$ cat src/rtl/wwdg_pkg.sv
package wwdg_pkg;

    typedef enum logic [2:0] {
        ST_HOLD,
        ST_IGNORE,
        ST_LONG_OPEN,
        ST_CLOSED,
        ST_OPEN,
        ST_DISABLED
    } wd_state_t;

    typedef struct packed {
        logic wd_off;
        logic wd_slow;
        logic rst_slow;
    } mode_cfg_t;

endpackage

$ cat src/rtl/wwdg_mode_dec.sv
module wwdg_mode_dec
    import wwdg_pkg::*;
(
    input  logic      sel_a,
    input  logic      sel_b,
    output mode_cfg_t cfg
);
    always_comb begin
        unique case ({sel_a, sel_b})
            2'b00:   cfg = '{wd_off: 1'b0, wd_slow: 1'b0, rst_slow: 1'b0};
            2'b01:   cfg = '{wd_off: 1'b0, wd_slow: 1'b1, rst_slow: 1'b1};
            2'b10:   cfg = '{wd_off: 1'b0, wd_slow: 1'b0, rst_slow: 1'b1};
            default: cfg = '{wd_off: 1'b1, wd_slow: 1'b0, rst_slow: 1'b1};
        endcase
    end
endmodule

$ cat src/rtl/wwdg_tick_timer.sv
module wwdg_tick_timer #(
    parameter int CNT_W = 10
) (
    input  logic             clk,
    input  logic             rst,
    input  logic             clr,
    input  logic             tick,
    input  logic [CNT_W-1:0] limit,
    output logic             expire
);
    logic [CNT_W-1:0] cnt_q;

    always_ff @(posedge clk) begin
        if (rst || clr)
            cnt_q <= '0;
        else if (tick)
            cnt_q <= cnt_q + 1'b1;
    end

    // Expiry fires on the tick that completes `limit` ticks.
    assign expire = tick && (cnt_q == limit - 1'b1);
endmodule

$ cat src/rtl/wwdg_rst_seq.sv
module wwdg_rst_seq
    import wwdg_pkg::*;
#(
    parameter int RD_FAST_TICKS  = 32,
    parameter int WIN_FAST_TICKS = 64,
    parameter int SLOW_FACTOR    = 2,
    parameter int LONG_FACTOR    = 4
) (
    input  logic clk,
    input  logic rst,
    input  logic tick,
    input  logic vgood,
    input  logic load_hi,
    input  logic sel_a,
    input  logic sel_b,
    input  logic trig,
    output logic rst_n_out
);
    localparam int RD_MAX   = RD_FAST_TICKS * SLOW_FACTOR;
    localparam int LONG_MAX = WIN_FAST_TICKS * SLOW_FACTOR * LONG_FACTOR;
    localparam int CNT_MAX  = (RD_MAX > LONG_MAX) ? RD_MAX : LONG_MAX;
    localparam int CNT_W    = $clog2(CNT_MAX + 1);

    localparam logic [CNT_W-1:0] RD_F   = CNT_W'(RD_FAST_TICKS);
    localparam logic [CNT_W-1:0] RD_S   = CNT_W'(RD_MAX);
    localparam logic [CNT_W-1:0] WIN_F  = CNT_W'(WIN_FAST_TICKS);
    localparam logic [CNT_W-1:0] WIN_S  = CNT_W'(WIN_FAST_TICKS * SLOW_FACTOR);
    localparam logic [CNT_W-1:0] LONG_F = CNT_W'(WIN_FAST_TICKS * LONG_FACTOR);
    localparam logic [CNT_W-1:0] LONG_S = CNT_W'(LONG_MAX);

    mode_cfg_t        cfg;
    wd_state_t        state_q, state_d;
    logic [CNT_W-1:0] limit;
    logic             expire;
    logic             clr;
    logic             wd_en;

    wwdg_mode_dec i_mode (
        .sel_a (sel_a),
        .sel_b (sel_b),
        .cfg   (cfg)
    );

    wwdg_tick_timer #(.CNT_W(CNT_W)) i_timer (
        .clk    (clk),
        .rst    (rst),
        .clr    (clr),
        .tick   (tick),
        .limit  (limit),
        .expire (expire)
    );

    assign wd_en = load_hi && !cfg.wd_off;

    // Duration of the current state
    always_comb begin
        unique case (state_q)
            ST_HOLD:      limit = cfg.rst_slow ? RD_S : RD_F;
            ST_LONG_OPEN: limit = cfg.wd_slow ? LONG_S : LONG_F;
            default:      limit = cfg.wd_slow ? WIN_S : WIN_F;
        endcase
    end

    // Next-state logic: supply loss first, then enable, then trigger, then expiry
    always_comb begin
        state_d = state_q;
        if (!vgood) begin
            state_d = ST_HOLD;
        end else begin
            unique case (state_q)
                ST_HOLD:
                    if (expire) state_d = ST_IGNORE;
                ST_DISABLED:
                    if (wd_en) state_d = ST_IGNORE;
                ST_IGNORE:
                    if (!wd_en)      state_d = ST_DISABLED;
                    else if (expire) state_d = ST_LONG_OPEN;
                ST_LONG_OPEN, ST_OPEN:
                    if (!wd_en)      state_d = ST_DISABLED;
                    else if (trig)   state_d = ST_CLOSED;
                    else if (expire) state_d = ST_HOLD;
                ST_CLOSED:
                    if (!wd_en)      state_d = ST_DISABLED;
                    else if (trig)   state_d = ST_HOLD;
                    else if (expire) state_d = ST_OPEN;
                default:
                    state_d = ST_HOLD;
            endcase
        end
    end

    assign clr = (state_d != state_q) || (state_q == ST_HOLD && !vgood);

    // State register
    always_ff @(posedge clk) begin
        if (rst)
            state_q <= ST_HOLD;
        else
            state_q <= state_d;
    end

    // Output decode
    always_comb begin
        unique case (state_q)
            ST_HOLD: rst_n_out = 1'b0;
            default: rst_n_out = 1'b1;
        endcase
    end
endmodule

$ cat config.mk
export PLATFORM = sky130hd
export DESIGN_NAME = wwdg_rst_seq
export DESIGN_NICKNAME = d
export VERILOG_FILES = /design/src/rtl/wwdg_pkg.sv /design/src/rtl/wwdg_mode_dec.sv /design/src/rtl/wwdg_tick_timer.sv /design/src/rtl/wwdg_rst_seq.sv
export SDC_FILE = /design/constraint.sdc
export NUM_CORES = 1
export LEC_CHECK = 0
export ABC_CLOCK_PERIOD_IN_PS = 4580
export BUFFER_PORTS_ARGS = -buffer_cell sky130_fd_sc_hd__buf_2
export CORE_MARGIN = 4
export CORE_UTILIZATION = 46
export CTS_BUF_LIST = sky130_fd_sc_hd__clkbuf_4
export DETAILED_ROUTE_END_ITERATION = 8
export PLACE_DENSITY = 0.66
export SLEW_MARGIN = 20
export SYNTH_ARGS = -nofsm -noshare
export SYNTH_HDL_FRONTEND = slang
export SYNTH_HIERARCHICAL = 1
export SYNTH_SLANG_ARGS = --single-unit
$ cat constraint.sdc
create_clock -name clk -period 4.58 [get_ports clk]
set_clock_uncertainty 0.15 [all_clocks]
set_input_delay 1.145 -clock clk [delete_from_list [all_inputs] [get_ports clk]]
set_output_delay 1.145 -clock clk [all_outputs]
set_load 0.02 [all_outputs]
# Yosys cells after proc, flatten, opt, wreduce, memory -nomap -nowiden
# Cells that the tools add are included.
# totals
ff_bits	13
# op_classes
n_addsub	2
eq_ne	9
n_mux	18
reduce_logical	10
# ops
operator	n
2-to-1 mux 3 bit	11
one-hot mux 10 bit (2 select lines)	1
one-hot mux 3 bit (5 select lines)	1
adder 10 x 1 -> 10 bit, second input constant	1
== test 10 bit	1
2-to-1 mux 10 bit	1
subtractor 10 x 1 -> 10 bit, second input constant	1
one-hot mux 3 bit (3 select lines)	1
2-to-1 mux 8 bit	1
2-to-1 mux 7 bit	1
== test 3 x 2 -> 1 bit, second input constant	2
== test 3 bit, second input constant	2
== test 3 x 1 -> 1 bit, second input constant	1
logical AND 1 bit	3
logical NOT 3 bit	1
inequality test 3 bit	1
== test 2 x 1 -> 1 bit, second input constant	1
== test 2 bit, second input constant	1
logical NOT 1 bit	2
logical NOT 2 bit	1
logical OR 1 bit	2
OR reduction 2 bit	1
2-to-1 mux 1 bit	1

# Longest topological paths before layout
# depth
depth_word	15
mapped_depth	15
ltp_nobuf	14

# Cells and area by module
# The synthesis kept the hierarchy.
# by_module_without_submodules
module	n_inst	cells_each	area_each_um2	seq_area_each_um2
wwdg_tick_timer	1	97	764.5	200.2
wwdg_rst_seq	1	60	405.4	60.1
wwdg_mode_dec	1	3	22.5	0.0

# Worst setup path before layout
# Ideal clock, no wire load.
# synth_path
path_type	input-to-reg
start	input sel_a
end	register i_timer.cnt_q[0]
t_arrival_ps	4223
t_required_ps	4302
slack_ps	79
cell_stages	15
path_buffers	1
path_cell_list	and2b_2 -> nor2b_1 -> a21oi_1 -> nor4_4 -> a21oi_1 -> or4b_1 -> nor4_1 -> inv_1 -> o22ai_1 -> a31oi_1 -> nand4_1 -> a311o_1 -> or2_2 -> clkbuf_1 -> nor2_1
# synth_via
elab_chain_len	15
# synth_rtl
element	line	rtl
start, declared	wwdg_rst_seq.sv:14	input logic sel_a,
== test 2 bit, or another cell as far along	wwdg_mode_dec.sv:9	unique case ({sel_a, sel_b})
one-hot mux 3 bit (3 select lines) *	wwdg_mode_dec.sv:9	
2-to-1 mux 8 bit *	wwdg_rst_seq.sv:60	default: limit = cfg.wd_slow ? WIN_S : WIN_F;
one-hot mux 10 bit (2 select lines) *	wwdg_rst_seq.sv:57	unique case (state_q)
net limit[7]	wwdg_rst_seq.sv:33	logic [CNT_W-1:0] limit;
subtractor 10 x 1 -> 10 bit *	wwdg_tick_timer.sv:21	assign expire = tick && (cnt_q == limit - 1'b1);
== test 10 bit *	wwdg_tick_timer.sv:21	
logical AND 1 bit *	wwdg_tick_timer.sv:21	
net expire	wwdg_rst_seq.sv:34	logic expire;
(+1 left out)	n/a	
2-to-1 mux 3 bit (on tied branches)	wwdg_rst_seq.sv:84, wwdg_rst_seq.sv:80	
2-to-1 mux 3 bit (on tied branches)	wwdg_rst_seq.sv:83, wwdg_rst_seq.sv:79	
one-hot mux 3 bit (5 select lines) *	wwdg_rst_seq.sv:70	unique case (state_q)
2-to-1 mux 3 bit *	wwdg_rst_seq.sv:67	if (!vgood) begin
inequality test 3 bit *	wwdg_rst_seq.sv:92	assign clr = (state_d != state_q) || (state_q == ST_HOLD && !vgood);
logical OR 1 bit *	wwdg_rst_seq.sv:92	
net clr	wwdg_rst_seq.sv:35	logic clr;
logical OR 1 bit *	wwdg_tick_timer.sv:14	if (rst || clr)
end signal, assigned	wwdg_tick_timer.sv:17	cnt_q <= cnt_q + 1'b1;
end, declared	wwdg_tick_timer.sv:11	logic [CNT_W-1:0] cnt_q;
# The timed path passes the listed nets; every way through them passes the cells marked *.
# A chain may end at the register's enable or synchronous reset.

==> impl.org <==
** Cells and area
- Nets :: 201
- Layout overhead on the synthesized area :: 13.96%
- The filler cells instantiated in the layout total 246.
- Area of combinational cells with multiple inputs :: 949.7 µm²
- The finished cells cover 0.001359 mm².
- Number of inserted diodes :: 0
- Register cell area after layout :: 260.3 µm²
- Post-Layout Cell Count :: 220
- Share of layout cells above drive strength 1 :: 12.11%

** CTS
- Counting along the longest clock path gives a buffer depth of 2.
- CTS Hold Bufs :: 0
- # H-tree levels :: 1
- Clock latency of the later-clocked register in the worst-skew pair :: 0.29 ns
- The root buffer cell chosen for the clock tree is sky130_fd_sc_hd__clkbuf_4.
- Number of gates given a new drive strength after cts :: 0
- TritonCTS built the clock tree.
- Total clock buffers created by CTS :: 3
- The tree built by TritonCTS fans out to 13 sinks.
- Post-CTS Repair Setup Buffers :: 0
- Clock-pin slew of the registers on the worst-case setup and hold paths :: 0.08 ns

** Placement
- Port Buffers :: 8
- Cells after DPL :: 216
- Weighted congestion reported at the end of routability-driven placement :: 0.9676
- The placed instances occupy a cell area of 0.001329 mm².
- Detailed placement ended at an HPWL of 2003 µm.

** Hold path
- Min-delay worst type :: reg -> reg
- The worst hold path passes through 2 cells.

** Route
- Vias per std cell :: 5.464
- The count of nets left with antenna violations once routing finished came out at 0.
- DRT Pass-1 Iters :: 4
- The detailed router finished its first iteration with 40 violations.
- Average wire per standard cell :: 11.45 µm
- Remaining DRCs :: 0
- Summing over every cut layer, the via total after detailed routing is 1202.
- Summed over all layers, the routed wires come to 2519 µm.

** Yosys
- Leading post-synthesis cells by instance count :: 13 x sky130_fd_sc_hd__dfxtp_1, 13 x sky130_fd_sc_hd__nand2_1, 12 x sky130_fd_sc_hd__nor2_1, 12 x sky130_fd_sc_hd__xnor2_1
- Number of flops mapped to enable cells by yosys :: 0
- For this run, the leading register cell type out of synthesis is sky130_fd_sc_hd__dfxtp_1.
- The netlist uses 48 different library cells.
- Gate count of the mapped netlist :: 160
- Xor/xnor share of the synthesized area :: 13.96%
- Post-synthesis simple-gate area fraction :: 35.47%
- Post-synthesis sequential element count :: 13
- After synthesis, the share of flip-flops with an asynchronous set or reset is 0%.
- By area the synthesized netlist is led by sky130_fd_sc_hd__dfxtp_1 22%, sky130_fd_sc_hd__xnor2_1 8.8%, sky130_fd_sc_hd__nor4_1 5.2%.
- Sequential elements use 21.83% of the synthesized area.
- Of the post-synthesis cell area, the dominant cell type holds 21.83%.
- Top cell type by total area after synthesis :: sky130_fd_sc_hd__dfxtp_1
- Number of warning messages in the yosys log :: 6
- Fraction of the mapped netlist area in compound gates :: 19.41%
- Largest family of logic cells by synthesized area :: simple AND/OR/NAND/NOR gates
- Averaged over all synthesized cells, the footprint is 7.452 µm².
- In the synthesized netlist, mux cells make up 0.8395% of the area.
- Post-synthesis adder-cell area fraction :: 2.099%
- Area of the mapped netlist :: 0.001192 mm²

** GRT
- Met3 layer usage reported by global route :: 1.316%
- The first global-routing pass estimated 4264 µm of wire.
- Initial antenna violation count :: 0
- Global Route met2 Usage :: 24.92%
- The number of global-route vias before repair was 1046.
- Global routing used 21.02% of the available met1 tracks.
- Pin count of the biggest net entering global routing :: 16
- Combined global-route utilization of all metal layers :: 15.71%
- The layer flagged by global routing as most heavily used is met2.
- Global routing finished with a remaining overflow of 0.

** Worst setup path
- CP Data Arrival Time :: 4.36 ns
- Largest stage delay, worst path :: 0.51 ns
- The worst setup path is captured at a flip-flop.
- For this design, the slowest cell found on the critical path is sky130_fd_sc_hd__a21oi_1.
- Required time of the critical path :: 4.65 ns
- Crit path cell chain :: buf_2, and2b_2, nor2b_1, a21oi_1, nor2_1, o221a_2, nor4_1, nor4_1, buf_4, inv_1, o22ai_1, a31oi_1, nand4_1, a311o_1, or2_2, a21oi_1
- The worst setup path is launched from an input port.
- The number of cells on the worst reg-to-reg path is 15.
- Worst setup path class :: in -> reg
- Crit path max fanout :: 10

** Die
- Floorplan row count :: 18
- From bottom edge to top edge, the die measures 58.92 µm.
- The die is 58.92 µm wide.
- Area of the core region :: 0.002477 mm²
- For this configuration, the core starts out at a cell density of 48.13%.
- The die covers 0.003471 mm².
- 9 I/O pins were placed.

** Timing
- Final worst-path cycle share :: 93.69%
- Headroom to the max-slew limit came out at 59.00%.
- Max-slew violation total from the final report :: 0
- Tightest Pin Transition :: 0.6149 ns
- For the final routed database, the setup TNS stands at 0 ns.
- Setup repair after global routing left no endpoint under its margin.
- The worst path needs 4.291 ns of the cycle, external delays included.
- The final-report hold violation count came to 0.
- Setup violations remaining at the end of the flow were counted as 0.
- Maximum clock frequency :: 233.1 MHz

** Pwr
- Cell-internal power :: 0.0001695 W
- Seq pwr share :: 49.1%
- Of the total power, the share spent switching nets is 27.40%.
- IR analysis of the VDD net gives a maximum drop of 0.0001205 V.
- Part of the total power dissipated in the clock network :: 34.4%
- Pwr Density :: 171.8 mW/mm²
- Leakage :: 0.5119 nW
- The share of total power dissipated in combinational logic is 16.5%.
- Power dissipated by switching net loads :: 0.00006397 W

** Flow run
- Max-cap violations in this run came to 0.

** Outcome
- Status :: finished, final reports clean
==> flip-flops by register name, indices dropped and copies added (netlist names) <==
| register | cells |
|---|---|
| i_timer/cnt_q | 10 |
| state_q | 3 |
==> through the flow <==
step	utilization [%]	total power [W]	hold slack [ns]	worst slack, ns
CTS	54.85	0.0002360	0.4148	0.3129
detailed placement	53.64	0.0001545	0.3950	0.01771
floorplan	-	0.0001472	0.3536	0.07933
finish	54.85	0.0002335	0.4067	0.2892
global route	54.85	0.0002461	0.4545	0.04087
global placement	53.64	0.0001537	0.3970	0.1729
==> power groups by stage <==
stage	Sequential [W]	Clock [W]	Combinational (W)
finish	0.000115	0.0000804	0.0000385
detailed placement	0.000117	0	0.0000372
CTS	0.000115	0.0000840	0.0000375
floorplan	0.000117	0	0.0000301
global placement	0.000117	0	0.0000364
global route	0.000115	0.0000872	0.0000441
==> worst max-delay path, delay by kind of cell <==
family / cells / cell delay (ns)
buffers and inverters: 3 / 0.35
AO/OA/AOI/OAI: 6 / 1.46
AND/OR/NAND/NOR: 7 / 1.39
==> cell usage in the layout (no fill, tap or decap), types with 3 or more instances in the layout <==
cell / synthesis / layout
sky130_fd_sc_hd__conb_1: 1 / 25
sky130_fd_sc_hd__nand2_1: 13 / 13
sky130_fd_sc_hd__dfxtp_1: 13 / 13
sky130_fd_sc_hd__nor2_1: 12 / 12
sky130_fd_sc_hd__xnor2_1: 12 / 12
sky130_fd_sc_hd__nor4_1: 10 / 10
sky130_fd_sc_hd__a21oi_1: 10 / 10
sky130_fd_sc_hd__buf_2: 1 / 8
sky130_fd_sc_hd__inv_1: 7 / 7
sky130_fd_sc_hd__xor2_1: 7 / 7
sky130_fd_sc_hd__o21ai_0: 6 / 6
sky130_fd_sc_hd__nand3_1: 5 / 5
sky130_fd_sc_hd__nor3_1: 5 / 5
sky130_fd_sc_hd__nor2b_1: 4 / 4
sky130_fd_sc_hd__clkbuf_4: 0 / 4
sky130_fd_sc_hd__nand2b_1: 4 / 4
sky130_fd_sc_hd__nand4_1: 3 / 3
sky130_fd_sc_hd__or3_1: 3 / 3
==> metal layers <==
metal,vias to the layer above,part of all wire (%)
li1,616,-
met1,548,47
met4,0,2.5
met2,31,47
met3,7,4.3
met5,-,0
==> kinds of logic (layout without fill, tap and decap cells) <==
logic type | after synthesis | in the layout
adders and majority gates | 2 | 2
xor gates and xnor gates | 19 | 19
other | 1 | 25
muxes | 1 | 1
AOI/OAI and AO/OA | 35 | 35
and+or+nand+nor | 74 | 74
buffers and inverters | 15 | 21
DFF | 13 | 13
==> final timing paths <==
kind                                       start                to  slack [ns]
worst max-delay path                       sel_a  i_timer/cnt_q[5]        0.29
worst min-delay path            i_timer/cnt_q[9]  i_timer/cnt_q[9]        0.41
worst max register to register        state_q[0]  i_timer/cnt_q[5]        0.70
worst min register to register  i_timer/cnt_q[9]  i_timer/cnt_q[9]        0.41
==> layout make-up <==
class                      instances  area share (%)
clock buffer                       4           2.210
multi-input combinational        156           69.89
timing repair buffer              10           4.052
inverter                           7           1.934
sequential                        13           19.15
tap                               30           2.762
Note: power is estimated with default switching activity, not from simulation.
